[src/rtl/stld_pkg.sv]
package stld_pkg;

    // width of operation timestamps and reported distances
    parameter int TS_W = 16;

    // distance reported for an address with no tracked store
    localparam logic [TS_W-1:0] DIST_INF = '1;

    typedef logic [TS_W-1:0] ts_t;

    typedef struct packed {
        ts_t  acc;
        ts_t  vdist;
        logic cand;
    } load_res_t;

    // modulo distance between two timestamps
    function automatic ts_t ts_gap(input ts_t now, input ts_t then);
        return now - then;
    endfunction

endpackage

[src/rtl/stld_op_counter.sv]
module stld_op_counter
    import stld_pkg::*;
(
    input  logic clk,
    input  logic rst,
    input  logic adv,
    output ts_t  count
);

    always_ff @(posedge clk) begin
        if (rst) begin
            count <= '0;
        end else if (adv) begin
            count <= count + ts_t'(1);
        end
    end

endmodule

[src/rtl/stld_dist_table.sv]
module stld_dist_table
    import stld_pkg::*;
#(
    parameter int ADDR_W  = 32,
    parameter int DATA_W  = 32,
    parameter int ENTRIES = 16
) (
    input  logic              clk,
    input  logic              rst,
    input  logic              op_valid,
    input  logic              op_is_store,
    input  logic [ADDR_W-1:0] op_addr,
    input  logic [DATA_W-1:0] op_data,
    input  ts_t               now_ts,
    output logic              lk_hit,
    output ts_t               lk_last_ts,
    output ts_t               lk_run_ts
);

    localparam int IDX_W = $clog2(ENTRIES);
    localparam int TAG_W = ADDR_W - IDX_W;

    logic [ENTRIES-1:0] valid_q;
    logic [TAG_W-1:0]   tag_q  [ENTRIES];
    ts_t                last_q [ENTRIES];
    ts_t                run_q  [ENTRIES];
    logic [DATA_W-1:0]  val_q  [ENTRIES];

    logic [IDX_W-1:0] idx;
    logic [TAG_W-1:0] tag;
    logic             same_val;
    logic             store_fire;
    logic [ENTRIES-1:0] wr_sel;

    assign idx        = op_addr[IDX_W-1:0];
    assign tag        = op_addr[ADDR_W-1:IDX_W];
    assign lk_hit     = valid_q[idx] && (tag_q[idx] == tag);
    assign same_val   = lk_hit && (val_q[idx] == op_data);
    assign store_fire = op_valid && op_is_store;
    assign lk_last_ts = last_q[idx];
    assign lk_run_ts  = run_q[idx];

    // one-hot write select, one decoder slice per entry
    for (genvar e = 0; e < ENTRIES; e++) begin : g_sel
        assign wr_sel[e] = store_fire && (idx == IDX_W'(e));
    end

    always_ff @(posedge clk) begin
        if (rst) begin
            valid_q <= '0;
        end else begin
            for (int e = 0; e < ENTRIES; e++) begin
                if (wr_sel[e]) begin
                    valid_q[e] <= 1'b1;
                    tag_q[e]   <= tag;
                    last_q[e]  <= now_ts;
                    val_q[e]   <= op_data;
                    if (!same_val) begin
                        run_q[e] <= now_ts;
                    end
                end
            end
        end
    end

endmodule

[src/rtl/stld_result_stage.sv]
module stld_result_stage
    import stld_pkg::*;
(
    input  logic      clk,
    input  logic      rst,
    input  logic      load_fire,
    input  logic      hit,
    input  ts_t       last_ts,
    input  ts_t       run_ts,
    input  ts_t       now_ts,
    input  ts_t       thresh,
    output logic      res_valid,
    output load_res_t res
);

    load_res_t nxt;

    always_comb begin
        if (hit) begin
            nxt.acc   = ts_gap(now_ts, last_ts);
            nxt.vdist = ts_gap(now_ts, run_ts);
            nxt.cand  = (nxt.vdist >= thresh);
        end else begin
            nxt.acc   = DIST_INF;
            nxt.vdist = DIST_INF;
            nxt.cand  = 1'b1;
        end
    end

    always_ff @(posedge clk) begin
        if (rst) begin
            res_valid <= 1'b0;
        end else begin
            res_valid <= load_fire;
        end
    end

    always_ff @(posedge clk) begin
        if (load_fire) begin
            res <= nxt;
        end
    end

endmodule

[src/rtl/stld_dist_mon.sv]
module stld_dist_mon
    import stld_pkg::*;
#(
    parameter int ADDR_W  = 32,
    parameter int DATA_W  = 32,
    parameter int ENTRIES = 16
) (
    input  logic              clk,
    input  logic              rst,
    input  logic              op_valid,
    input  logic              op_is_store,
    input  logic [ADDR_W-1:0] op_addr,
    input  logic [DATA_W-1:0] op_data,
    input  logic [TS_W-1:0]   spec_thresh,
    output logic              res_valid,
    output logic [TS_W-1:0]   res_acc_dist,
    output logic [TS_W-1:0]   res_val_dist,
    output logic              res_candidate
);

    ts_t       op_count;
    logic      lk_hit;
    ts_t       lk_last_ts;
    ts_t       lk_run_ts;
    load_res_t res;
    logic      load_fire;

    assign load_fire = op_valid && !op_is_store;

    stld_op_counter u_cnt (
        .clk   (clk),
        .rst   (rst),
        .adv   (op_valid),
        .count (op_count)
    );

    stld_dist_table #(
        .ADDR_W  (ADDR_W),
        .DATA_W  (DATA_W),
        .ENTRIES (ENTRIES)
    ) u_tab (
        .clk         (clk),
        .rst         (rst),
        .op_valid    (op_valid),
        .op_is_store (op_is_store),
        .op_addr     (op_addr),
        .op_data     (op_data),
        .now_ts      (op_count),
        .lk_hit      (lk_hit),
        .lk_last_ts  (lk_last_ts),
        .lk_run_ts   (lk_run_ts)
    );

    stld_result_stage u_res (
        .clk       (clk),
        .rst       (rst),
        .load_fire (load_fire),
        .hit       (lk_hit),
        .last_ts   (lk_last_ts),
        .run_ts    (lk_run_ts),
        .now_ts    (op_count),
        .thresh    (spec_thresh),
        .res_valid (res_valid),
        .res       (res)
    );

    assign res_acc_dist  = res.acc;
    assign res_val_dist  = res.vdist;
    assign res_candidate = res.cand;

endmodule

[config.mk]
export PLATFORM = sky130hd
export DESIGN_NAME = stld_dist_mon
export DESIGN_NICKNAME = d
export VERILOG_FILES = /design/src/rtl/stld_pkg.sv /design/src/rtl/stld_op_counter.sv /design/src/rtl/stld_dist_table.sv /design/src/rtl/stld_result_stage.sv /design/src/rtl/stld_dist_mon.sv
export SDC_FILE = /design/constraint.sdc
export NUM_CORES = 2
export LEC_CHECK = 0
export ABC_CLOCK_PERIOD_IN_PS = 21200
export CAP_MARGIN = 0
export CORE_MARGIN = 10
export CORE_UTILIZATION = 55
export DETAILED_ROUTE_END_ITERATION = 12
export PLACE_DENSITY = 0.8
export RECOVER_POWER = 25
export SLEW_MARGIN = 20
export SYNTH_ARGS = -nofsm -noshare
export SYNTH_HDL_FRONTEND = slang
export SYNTH_SLANG_ARGS = --single-unit
[constraint.sdc]
create_clock -name clk -period 21.2 [get_ports clk]
set_clock_uncertainty 0.15 [all_clocks]
set_input_delay 4.24 -clock clk [delete_from_list [all_inputs] [get_ports clk]]
set_output_delay 4.24 -clock clk [all_outputs]
set_load 0.05 [all_outputs]
==> impl_metrics.tcl <==
set metrics [dict create \
    r2r_cells 20 \
    antenna_found_initial 10 \
    cp_data_arrival_time_ns 10.95 \
    hold_class "register to register" \
    rows 122 \
    yosys_most_used_dff "edfxtp_1" \
    drive_above_1_share_pct 23.10 \
    fin_hold_ws_ns 0.3327 \
    worstSkewPairLatency_ns 0.80 \
    worst_path_max_delay_cell "buf_4" \
    crit_type "input pin to register" \
    die_h_um 353.8 \
    post_cts.repair.setup_buffers 0 \
    r2r_start "u_tab.run_q[10][1]" \
    irDropWorstVdd_mv 0.07937 \
    ant_nets 0 \
    worstMarginPinSlew_ns 1.782 \
    maxClockFrequency_mhz 93.73 \
    reg2reg_to "u_res.res[0]" \
    grt.overflow.total 0 \
    gp_congestion 0.8383 \
    cp_common_cell "buf_4" \
    dpl_cell_area_mm2 0.06406 \
    synth_area_mm2 0.06128 \
    cp-start-kind "input pin" \
    ys_ff_latch 1538 \
    drt-initial-drc-count 3849 \
    via_per_inst 6.483 \
    track_usage_pct 22.33 \
    syn2layout_area_growth_pct 12.63 \
    post_cts_resized 0 \
    dpl.hpwl_mm 75.11 \
    clkTransAtPathRegs_ns 0.06 \
    first_global_vias 31590 \
    period_share_pct 50.32 \
    relSlewSlack_pct -18.77 \
    die_area_mm2 0.1252 \
    hold_path_end "u_tab.valid_q[8]" \
    core-area_mm2 0.1107 \
    violations "max-capacitance violations, max-slew violations" \
    drc_errors 0 \
    crit_buf_inv 5 \
    yosys_warnings 0 \
    synth_fp_nets 2983 \
    ioPinCount 118 \
    end_kind "register" \
    wirelength_mm 140.3 \
    slowest_delay_ns 0.98 \
    avgSynthCellArea_um2 21.50 \
    cts-root-buf "clkbuf_16" \
    p_leak_nw 22.75 \
    maxCapViolCount 12 \
    grt_start_max_net_pins 116 \
    clkSinkCount 1538 \
    seq_area_frac_synth_pct 74.83 \
    hold_start "u_tab.valid_q[8]" \
    min_period_ns 10.67 \
    finalSetupViolCount 0 \
    synth_edf_count 1505 \
    cts_buffers 148 \
    dr.pass1.iters 6 \
    path_cells "buf_8 > buf_4 > buf_4 > buf_4 > buf_4 > mux4_2 > mux2i_1 > mux2i_1 > xnor2_1 > nand2_1 > nor4_1 > nand4_2 > nor2_4 > nor2_2" \
    num_vias 30210 \
    start_util_pct 55.37 \
    wl_per_cell_um 30.11 \
    grt_pass1_wl_mm 208.4 \
    slew_viol_final 446 \
    critPathMaxFanout 71 \
    rsz0062_at_grt "false" \
    async_flop_share_pct 0 \
    fill_cells 7071 \
    fin_setup_tns_ns 0 \
    portBuffers 117 \
    htree_levels 4 \
    ys_types 75 \
    reg2reg_slack_ns 15.81 \
    status "complete, but fails checks" \
    cts_tree "built" \
    worstHoldPathCells 2 \
    hold_violations 0 \
    worst_ep_required_time_ns 21.48 \
    final_nets 3181 \
    cp_top_family "buffers and inverters" \
    fp.dieW_um 353.8 \
    clk_path_buf_depth 3 \
    p_per_area_mw_per_mm2 91.27 \
    synth_cells 2850 \
    design_area_mm2 0.06902 \
    ctsHoldBuffers 0 \
]
## logic make-up after synthesis
kind of cell,after synthesis,synth area share (%)
xor+xnor,94,1.343
simple gates,251,2.138
flops,1538,74.83
compound gates,195,2.252
mux,503,16.55
fa+ha+maj,49,1.025
buf+inv,220,1.868
## power breakdown
part / total, mW / switching, mW / internal (mW)
clock: 2.68 / 1.16 / 1.53
sequential: 3.34 / 0.00438 / 3.34
combinational: 0.273 / 0.159 / 0.115
total: 6.30 / 1.32 / 4.98
## flip-flops by register name, indices dropped and copies added, names as in the netlist
register,cells
u_tab.val_q,512
u_tab.run_q,256
u_tab.valid_q,16
u_cnt.count,16
u_tab.last_q,256
u_tab.tag_q,448
u_res.res_valid,1
u_res.res,33
## per-layer routing
layer | track usage [%] | part of all wire, % | vias to the layer above
li1 | - | - | 12250
met1 | 29.33 | 37 | 15790
met2 | 36.67 | 51 | 1849
met3 | 5.166 | 9.5 | 316
met4 | 7.962 | 3.0 | 10
met5 | 0 | 0.037 | -
## cells in the mapped netlist, drive strengths merged (14+ instances only)
cell,count,area share [%]
nor2,63,0.44
xor2,30,0.43
clkbuf,30,0.19
inv,99,0.61
mux4,403,15
a21oi,32,0.26
nand2,55,0.34
nand4,16,0.17
a22oi,17,0.21
dfxtp,33,1.1
buf,91,1.1
o21ai,45,0.37
nor3,16,0.13
or2,20,0.20
edfxtp,1505,74
nor2b,17,0.17
ha,47,0.96
o22ai,16,0.16
xnor2,64,0.91
mux2i,89,1.5
nand2b,14,0.14
## final cells by class
cell class | count | area, um^2 | area share [%]
clock buffers | 177 | 3884 | 5.627
clock inverters | 94 | 1125 | 1.630
diodes | 3 | 7.507 | 0.01088
well taps | 1488 | 1862 | 2.697
multi-input cells | 1092 | 14300 | 20.71
repair buffers | 169 | 1567 | 2.270
inverters | 99 | 426.7 | 0.6182
flip-flops and latches | 1538 | 45850 | 66.44
## metrics by stage
stage | power (mW) | util, % | worst slack [ns] | std cells
finish | 6.300 | 62.37 | 10.53 | 4660
CTS | 6.332 | 62.41 | 10.54 | 4657
floorplan | 3.585 | - | 10.95 | 2850
global route | 6.474 | 62.36 | 10.12 | 4658
detailed placement | 3.681 | 57.88 | 9.785 | 4386
global placement | 3.670 | 57.87 | 10.03 | 4385
## layout by cell type (no fill, tap or decap), types with 15 or more instances in the layout
cell | Yosys | routed
edfxtp_1 | 1505 | 1505
mux4_2 | 391 | 391
clkbuf_16 | 0 | 149
clkdlybuf4s50_1 | 0 | 93
mux2i_1 | 88 | 88
inv_1 | 97 | 81
xnor2_1 | 64 | 64
nand2_1 | 55 | 55
nor2_1 | 52 | 52
ha_1 | 47 | 47
o21ai_0 | 45 | 45
clkbuf_1 | 29 | 39
clkinv_2 | 0 | 36
dfxtp_1 | 33 | 33
a21oi_1 | 32 | 32
buf_4 | 11 | 32
xor2_1 | 30 | 30
dlygate4sd3_1 | 0 | 20
or2_2 | 19 | 19
clkinv_1 | 0 | 19
a22oi_1 | 17 | 17
nor2b_1 | 17 | 16
nor3_1 | 16 | 16
o22ai_1 | 16 | 16
bufinv_16 | 0 | 16
nand4_1 | 15 | 15
## worst reg2reg max path, cell delays in order, from the launching register on
cell and delay (ns):
edfxtp_1 0.43, mux4_2 0.52, mux4_2 0.47, inv_1 0.10, ha_1 0.22, nor2b_1 0.13
o21ai_0 0.24, a21boi_0 0.23, o21ai_0 0.41, a211oi_1 0.16, o21ai_0 0.38, nor2b_1 0.21
xnor2_1 0.16, ha_1 0.28, a21oi_1 0.14, nor2b_1 0.06, o21ai_0 0.20, nand2b_1 0.09
a21oi_1 0.16, nor2b_1 0.06, a2111o_1 0.38
## how the worst max path moves through the flow
stage | from | endpoint | slack, ns | depth (start not counted)
final | op_addr[1] | u_tab.run_q[6][11] | 10.53 | 14
after detailed placement | op_addr[1] | u_tab.run_q[6][5] | 9.78 | 14
after CTS | op_addr[1] | u_tab.run_q[6][11] | 10.54 | 14
after global placement | op_addr[1] | u_tab.run_q[6][3] | 10.03 | 14
after floorplan | op_addr[0] | u_res.res[0] | 10.95 | 27
after global routing | op_addr[1] | u_tab.run_q[6][11] | 10.12 | 14
No activity file was read; power rests on OpenSTA's default activity.
